File: src/rtl/lrr_pkg.sv
package lrr_pkg;
  // Kind of update applied to the addressed set in one cycle
  typedef enum logic [1:0] {
    ALLOC_NONE   = 2'd0,
    ALLOC_NORMAL = 2'd1,
    ALLOC_LOCK   = 2'd2,
    ALLOC_REFUSE = 2'd3
  } alloc_kind_e;
endpackage

File: src/rtl/lrr_set_state.sv
module lrr_set_state #(
  parameter int NUM_SETS = 32,
  parameter int MAX_LOCK = 28,
  parameter int SET_W    = 5,
  parameter int WAY_W    = 5,
  parameter int CNT_W    = 5
) (
  input  logic             clk,
  input  logic             rst,
  input  logic             clr_locks,
  input  logic [SET_W-1:0] rd_set,
  output logic [CNT_W-1:0] rd_cnt,
  output logic [WAY_W-1:0] rd_ptr,
  input  logic             wr_en,
  input  logic [SET_W-1:0] wr_set,
  input  logic [CNT_W-1:0] wr_cnt,
  input  logic [WAY_W-1:0] wr_ptr
);
  // The count array is cleared in one cycle, so it lives in flops.
  logic [CNT_W-1:0] cnt_q [NUM_SETS];
  logic [WAY_W-1:0] ptr_q [NUM_SETS];

  always_ff @(posedge clk) begin
    if (rst) begin
      for (int i = 0; i < NUM_SETS; i++) begin
        cnt_q[i] <= '0;
        ptr_q[i] <= '0;
      end
    end else begin
      for (int i = 0; i < NUM_SETS; i++) begin
        if (wr_en && (wr_set == SET_W'(i))) begin
          cnt_q[i] <= wr_cnt;
          ptr_q[i] <= wr_ptr;
        end else if (clr_locks) begin
          cnt_q[i] <= '0;
        end
      end
    end
  end

  assign rd_cnt = cnt_q[rd_set];
  assign rd_ptr = ptr_q[rd_set];

  generate
    for (genvar g = 0; g < NUM_SETS; g++) begin : g_chk
      // no set ever holds more locked ways than the limit
      a_r6_cnt_cap: assert property (@(posedge clk) disable iff (rst)
        cnt_q[g] <= CNT_W'(MAX_LOCK));
      // an unlock without a write to this set leaves its count at 0
      a_r7_unlock_clears: assert property (@(posedge clk) disable iff (rst)
        (clr_locks && !(wr_en && wr_set == SET_W'(g))) |=> (cnt_q[g] == '0));
      // a pointer moves only when its own set is written
      a_r9_ptr_stable: assert property (@(posedge clk) disable iff (rst)
        !(wr_en && wr_set == SET_W'(g)) |=> $stable(ptr_q[g]));
    end
  endgenerate
endmodule

File: src/rtl/lrr_pick.sv
module lrr_pick
  import lrr_pkg::*;
#(
  parameter int NUM_WAYS = 32,
  parameter int MAX_LOCK = 28,
  parameter int WAY_W    = 5,
  parameter int CNT_W    = 5
) (
  input  logic             req,
  input  logic             lock_en,
  input  logic [CNT_W-1:0] cnt,
  input  logic [WAY_W-1:0] ptr,
  output alloc_kind_e      kind,
  output logic [WAY_W-1:0] way,
  output logic [CNT_W-1:0] nxt_cnt,
  output logic [WAY_W-1:0] nxt_ptr
);
  localparam logic [WAY_W-1:0] LAST_WAY = WAY_W'(NUM_WAYS - 1);
  localparam logic [CNT_W-1:0] CNT_MAX  = CNT_W'(MAX_LOCK);

  logic [WAY_W-1:0] floor_w;
  logic [WAY_W-1:0] base;

  assign floor_w = WAY_W'(cnt);
  assign base    = (ptr < floor_w) ? floor_w : ptr;

  always_comb begin
    if (!req)                 kind = ALLOC_NONE;
    else if (!lock_en)        kind = ALLOC_NORMAL;
    else if (cnt < CNT_MAX)   kind = ALLOC_LOCK;
    else                      kind = ALLOC_REFUSE;
  end

  always_comb begin
    way     = base;
    nxt_cnt = cnt;
    nxt_ptr = (base == LAST_WAY) ? floor_w : base + WAY_W'(1);
    if (kind == ALLOC_LOCK) begin
      way     = floor_w;
      nxt_cnt = cnt + CNT_W'(1);
      nxt_ptr = ptr;
    end
  end
endmodule

File: src/rtl/lrr_way_select.sv
module lrr_way_select
  import lrr_pkg::*;
#(
  parameter int NUM_SETS = 32,
  parameter int NUM_WAYS = 32,
  parameter int MAX_LOCK = 28,
  localparam int SET_W   = $clog2(NUM_SETS),
  localparam int WAY_W   = $clog2(NUM_WAYS),
  localparam int CNT_W   = $clog2(MAX_LOCK + 1)
) (
  input  logic             clk,
  input  logic             rst,
  input  logic             alloc_valid,
  input  logic [SET_W-1:0] alloc_set,
  input  logic             lock_en,
  input  logic             unlock,
  output logic             victim_valid,
  output logic [WAY_W-1:0] victim_way,
  output logic             victim_locked,
  output logic             lock_fail
);
  logic [CNT_W-1:0] rd_cnt;
  logic [WAY_W-1:0] rd_ptr;
  logic [CNT_W-1:0] eff_cnt;
  logic [CNT_W-1:0] nxt_cnt;
  logic [WAY_W-1:0] nxt_ptr;
  logic [WAY_W-1:0] pick_way;
  alloc_kind_e      kind;

  lrr_set_state #(
    .NUM_SETS(NUM_SETS), .MAX_LOCK(MAX_LOCK),
    .SET_W(SET_W), .WAY_W(WAY_W), .CNT_W(CNT_W)
  ) u_state (
    .clk(clk), .rst(rst), .clr_locks(unlock),
    .rd_set(alloc_set), .rd_cnt(rd_cnt), .rd_ptr(rd_ptr),
    .wr_en(alloc_valid), .wr_set(alloc_set),
    .wr_cnt(nxt_cnt), .wr_ptr(nxt_ptr)
  );

  // An unlock in the same cycle takes effect before the allocation.
  assign eff_cnt = unlock ? '0 : rd_cnt;

  lrr_pick #(
    .NUM_WAYS(NUM_WAYS), .MAX_LOCK(MAX_LOCK),
    .WAY_W(WAY_W), .CNT_W(CNT_W)
  ) u_pick (
    .req(alloc_valid), .lock_en(lock_en), .cnt(eff_cnt), .ptr(rd_ptr),
    .kind(kind), .way(pick_way), .nxt_cnt(nxt_cnt), .nxt_ptr(nxt_ptr)
  );

  always_ff @(posedge clk) begin
    if (rst) begin
      victim_valid  <= 1'b0;
      victim_way    <= '0;
      victim_locked <= 1'b0;
      lock_fail     <= 1'b0;
    end else begin
      victim_valid  <= (kind != ALLOC_NONE);
      victim_locked <= (kind == ALLOC_LOCK);
      lock_fail     <= (kind == ALLOC_REFUSE);
      if (kind != ALLOC_NONE) victim_way <= pick_way;
    end
  end

  // a request yields a result in the next cycle, and only then
  a_r2_valid_follows: assert property (@(posedge clk) disable iff (rst)
    alloc_valid |=> victim_valid);
  a_r2_idle_quiet: assert property (@(posedge clk) disable iff (rst)
    !alloc_valid |=> !victim_valid);
  // flags are low without a result
  a_r10_flags_idle: assert property (@(posedge clk) disable iff (rst)
    !victim_valid |-> (!victim_locked && !lock_fail));
  // a refused lock never reports a locked line
  a_r6_fail_unlocked: assert property (@(posedge clk) disable iff (rst)
    lock_fail |-> !victim_locked);
  // a locked line always lands inside the lockable range
  a_r4_lock_range: assert property (@(posedge clk) disable iff (rst)
    victim_locked |-> (victim_way < WAY_W'(MAX_LOCK)));
  // a normal victim never falls into the locked region
  a_r5_above_lock: assert property (@(posedge clk) disable iff (rst)
    (alloc_valid && !lock_en) |=> (victim_way >= WAY_W'($past(eff_cnt))));
  // a lock together with an unlock takes way 0
  a_r8_unlock_alloc: assert property (@(posedge clk) disable iff (rst)
    (alloc_valid && lock_en && unlock) |=> (victim_locked && victim_way == '0));
endmodule

File: config.mk
export PLATFORM = sky130hd
export DESIGN_NAME = lrr_way_select
export DESIGN_NICKNAME = d
export VERILOG_FILES = /design/src/rtl/lrr_pkg.sv /design/src/rtl/lrr_set_state.sv /design/src/rtl/lrr_pick.sv /design/src/rtl/lrr_way_select.sv
export SDC_FILE = /design/constraint.sdc
export NUM_CORES = 1
export LEC_CHECK = 0
export CAP_MARGIN = 20
export CORE_ASPECT_RATIO = 2
export CORE_MARGIN = 1.5
export CORE_UTILIZATION = 45
export CTS_CLUSTER_SIZE = 30
export DETAILED_ROUTE_END_ITERATION = 10
export GPL_ROUTABILITY_DRIVEN = 0
export PLACE_DENSITY = 0.62
export SLEW_MARGIN = 30
export SYNTH_ARGS = -nofsm -noshare
export SYNTH_HDL_FRONTEND = slang
export SYNTH_SLANG_ARGS = --single-unit
File: constraint.sdc
create_clock -name clk -period 19.32 [get_ports clk]
set_input_delay 1.932 -clock clk [delete_from_list [all_inputs] [get_ports clk]]
set_output_delay 1.932 -clock clk [all_outputs]
set_load 0.01 [all_outputs]
==> results.cfg <==
[run_status]
status = completed

[timing]
worst_pin_slew_ns = 0.996
setup_tns_ns = 0
fin_crit_ns = 8.99
finalHoldViolations = 0
setup-violations-final = 0
finalCritPeriodShare_pct = 46.5
rsz0062_at_grt = false
clock.fmax_ghz = 0.111
maxSlewViolCount = 0
worst_slack_ns = 10.33
relSlewSlack_pct = 33.4
fin_skew_ns = 0.0255

[floorplan]
die_y_microns = 265
die_w_microns = 134
num_rows = 95
die_area_sq_mm = 0.0355
ios = 18
start_util_pct = 45.8
fp.coreArea_sq_mm = 0.0338

[cts]
h-tree-depth = 1
cts_resized = 0
clock_latency_ns = 0.57
ctsHoldBuffers = 0
root_buffer = clkbuf_16
path_clk_slew_ns = 0.07
cts_tree = done
clock_path_buffers = 3
cts_buffers = 28
postCtsSetupBuffers = 0
clkSinkCount = 328

[logic_synthesis]
syn_area_sq_mm = 0.0154
syn_nets = 1146
avgSynthCellArea_sq_um = 13.7
synthCells = 1130
ys_warn_count = 0
synth_edf_count = 320
synth_seq_cells = 328
synth_top_flop_cell = edfxtp_1
async_reset_ff_share_pct = 0
yosys.cell_types.count = 80
yosysSeqAreaShare_pct = 63.2

[layout]
finalNetCount = 1135
syn_to_final_growth_pct = 8.59
num_antenna_cells = 0
mostFrequentLayoutCells = 320 x edfxtp_1, 251 x nor2_1, 148 x nand2_1
layout_commonest_cell = edfxtp_1
drive_above_1_share_pct = 13.6

[setup_path]
rrSetupSlack_ns = 12.53
cp.arrival_ns = 9.21
criticalPathCategory = input port to flop
crit_path_end_kind = flop
endpoint = u_state.ptr_q[25][2]
path_max_fanout = 33
start_kind = input port
r2r-start = u_state.cnt_q[6][2]
startpoint = alloc_set[2]
rr_endpoint = u_state.ptr_q[25][2]
r2r_cells = 21
required_ns = 19.54

[drt]
num_vias = 9508
wl_per_cell_microns = 26.4
viasPerCell = 6.04
wirelength_microns = 41600
postRouteAntennaNets = 0
firstDrtPassIters = 5
drt_iter0_markers = 786
drc = 0

[grt]
grt-ovfl-total = 0
grt_use_total_pct = 23.9
grt_pass1_wl_microns = 61700
grt_pass1_vias = 9692
antenna_found_initial = 0
grt_max_degree = 61

[placed_design]
numPortBuffers = 17
dp_hpwl_microns = 29700
place_ws_ns = 9.92

[run]
drv_cap = 0

[pwr]
p_per_area_mw_per_mm2 = 98.9
ir_drop_v = 0.0000630
power_mw = 1.66
p_leak_nw = 6.15

[worst_hold_path]
hold_class = flop to flop
hold_depth = 2
==> metrics by stage <==
step / util, % / hold slack, ns / area, sq um / cells
2_1_floorplan: - / 0.476 / 15400 / 1130
3_3_place_gp: 46.8 / 0.440 / 15800 / 1523
3_5_place_dp: 46.9 / 0.445 / 15800 / 1524
4_1_cts: 49.7 / 0.454 / 16800 / 1574
5_1_grt: 49.7 / 0.472 / 16800 / 1575
6_report: 49.7 / 0.451 / 16800 / 1575
==> registers in the layout (all words and copies together), names as in the netlist <==
| signal | cells |
|---|---|
| lock_fail | 1 |
| victim_locked | 1 |
| victim_valid | 1 |
| u_state.ptr_q | 160 |
| victim_way | 5 |
| u_state.cnt_q | 160 |
==> final cells by class <==
cell class	instances	area, sq um
Tap cell	436	546
Fill cell	2894	17000
Timing Repair Buffer	39	337
Multi-Input combinational cell	710	5140
Inverter	12	45.0
Sequential cell	328	9770
Clock buffer	30	729
Clock inverter	20	211
==> report_power, final <==
group | switching [mW] | internal [mW] | total [mW]
Sequential | 0.0135 | 0.840 | 0.853
Clock | 0.266 | 0.317 | 0.583
Combinational | 0.148 | 0.0754 | 0.223
Total | 0.427 | 1.23 | 1.66
==> synth_stat cells (all sizes together) (7+ instances only) <==
master | n | area [sq um]
a21oi | 9 | 45.0
and3 | 8 | 55.1
buf | 40 | 374
clkbuf | 39 | 150
dfxtp | 8 | 160
edfxtp | 320 | 9610
inv | 11 | 41.3
mux2i | 42 | 433
mux4 | 71 | 1700
nand2 | 150 | 568
nand3 | 32 | 178
nand3b | 7 | 65.1
nor2 | 253 | 950
nor2b | 10 | 62.6
nor3 | 30 | 165
o21ai | 8 | 43.8
o22ai | 8 | 50.1
==> cells by family (layout without fill, tap and decap cells) <==
| group | after synthesis | count (layout) | share of synthesized area (%) |
|---|---|---|---|
| xor+xnor | 3 | 3 | 0.170 |
| mux | 118 | 118 | 14.2 |
| fa+ha+maj | 7 | 7 | 0.559 |
| compound gates | 72 | 72 | 3.90 |
| flops | 328 | 328 | 63.2 |
| simple gates | 510 | 510 | 14.2 |
| buf+inv | 92 | 101 | 3.77 |
==> layer usage <==
| metal | wire length, microns | global-route usage [%] |
|---|---|---|
| met5 | 0 | 0 |
| met4 | 3000 | 15.1 |
| met3 | 1820 | 2.17 |
| met2 | 23100 | 45.3 |
| met1 | 13700 | 24.9 |
==> worst max-delay path: stages <==
cell and delay [ns]:
clkdlybuf4s50_1 0.46, buf_4 0.42, nand3_1 0.32, o22ai_1 0.26, nor3_1 0.10, a221o_1 0.42
nor2_1 0.36, clkinv_1 0.40, ha_1 0.43, a21o_1 0.21, a21oi_1 0.24, a221oi_2 0.06
o21a_2 0.26, nor2_1 0.42, mux2_2 0.42, ha_1 0.24, nor2b_1 0.14, o21ai_0 0.08
a21oi_1 0.06, ha_1 0.38, nand3b_1 0.23, o311ai_2 0.41, or2_1 0.59, inv_1 0.35
==> worst min path at each step <==
| stage | from | to | slack (ns) |
|---|---|---|---|
| global placement | victim_way[3] | victim_way[3] | 0.44 |
| global route | victim_way[3] | victim_way[3] | 0.47 |
| CTS | victim_way[0] | victim_way[0] | 0.45 |
| floorplan | victim_way[3] | victim_way[3] | 0.48 |
| finish | victim_way[0] | victim_way[0] | 0.45 |
| detailed placement | victim_way[0] | victim_way[0] | 0.44 |
(Power assumes the default switching activity.)
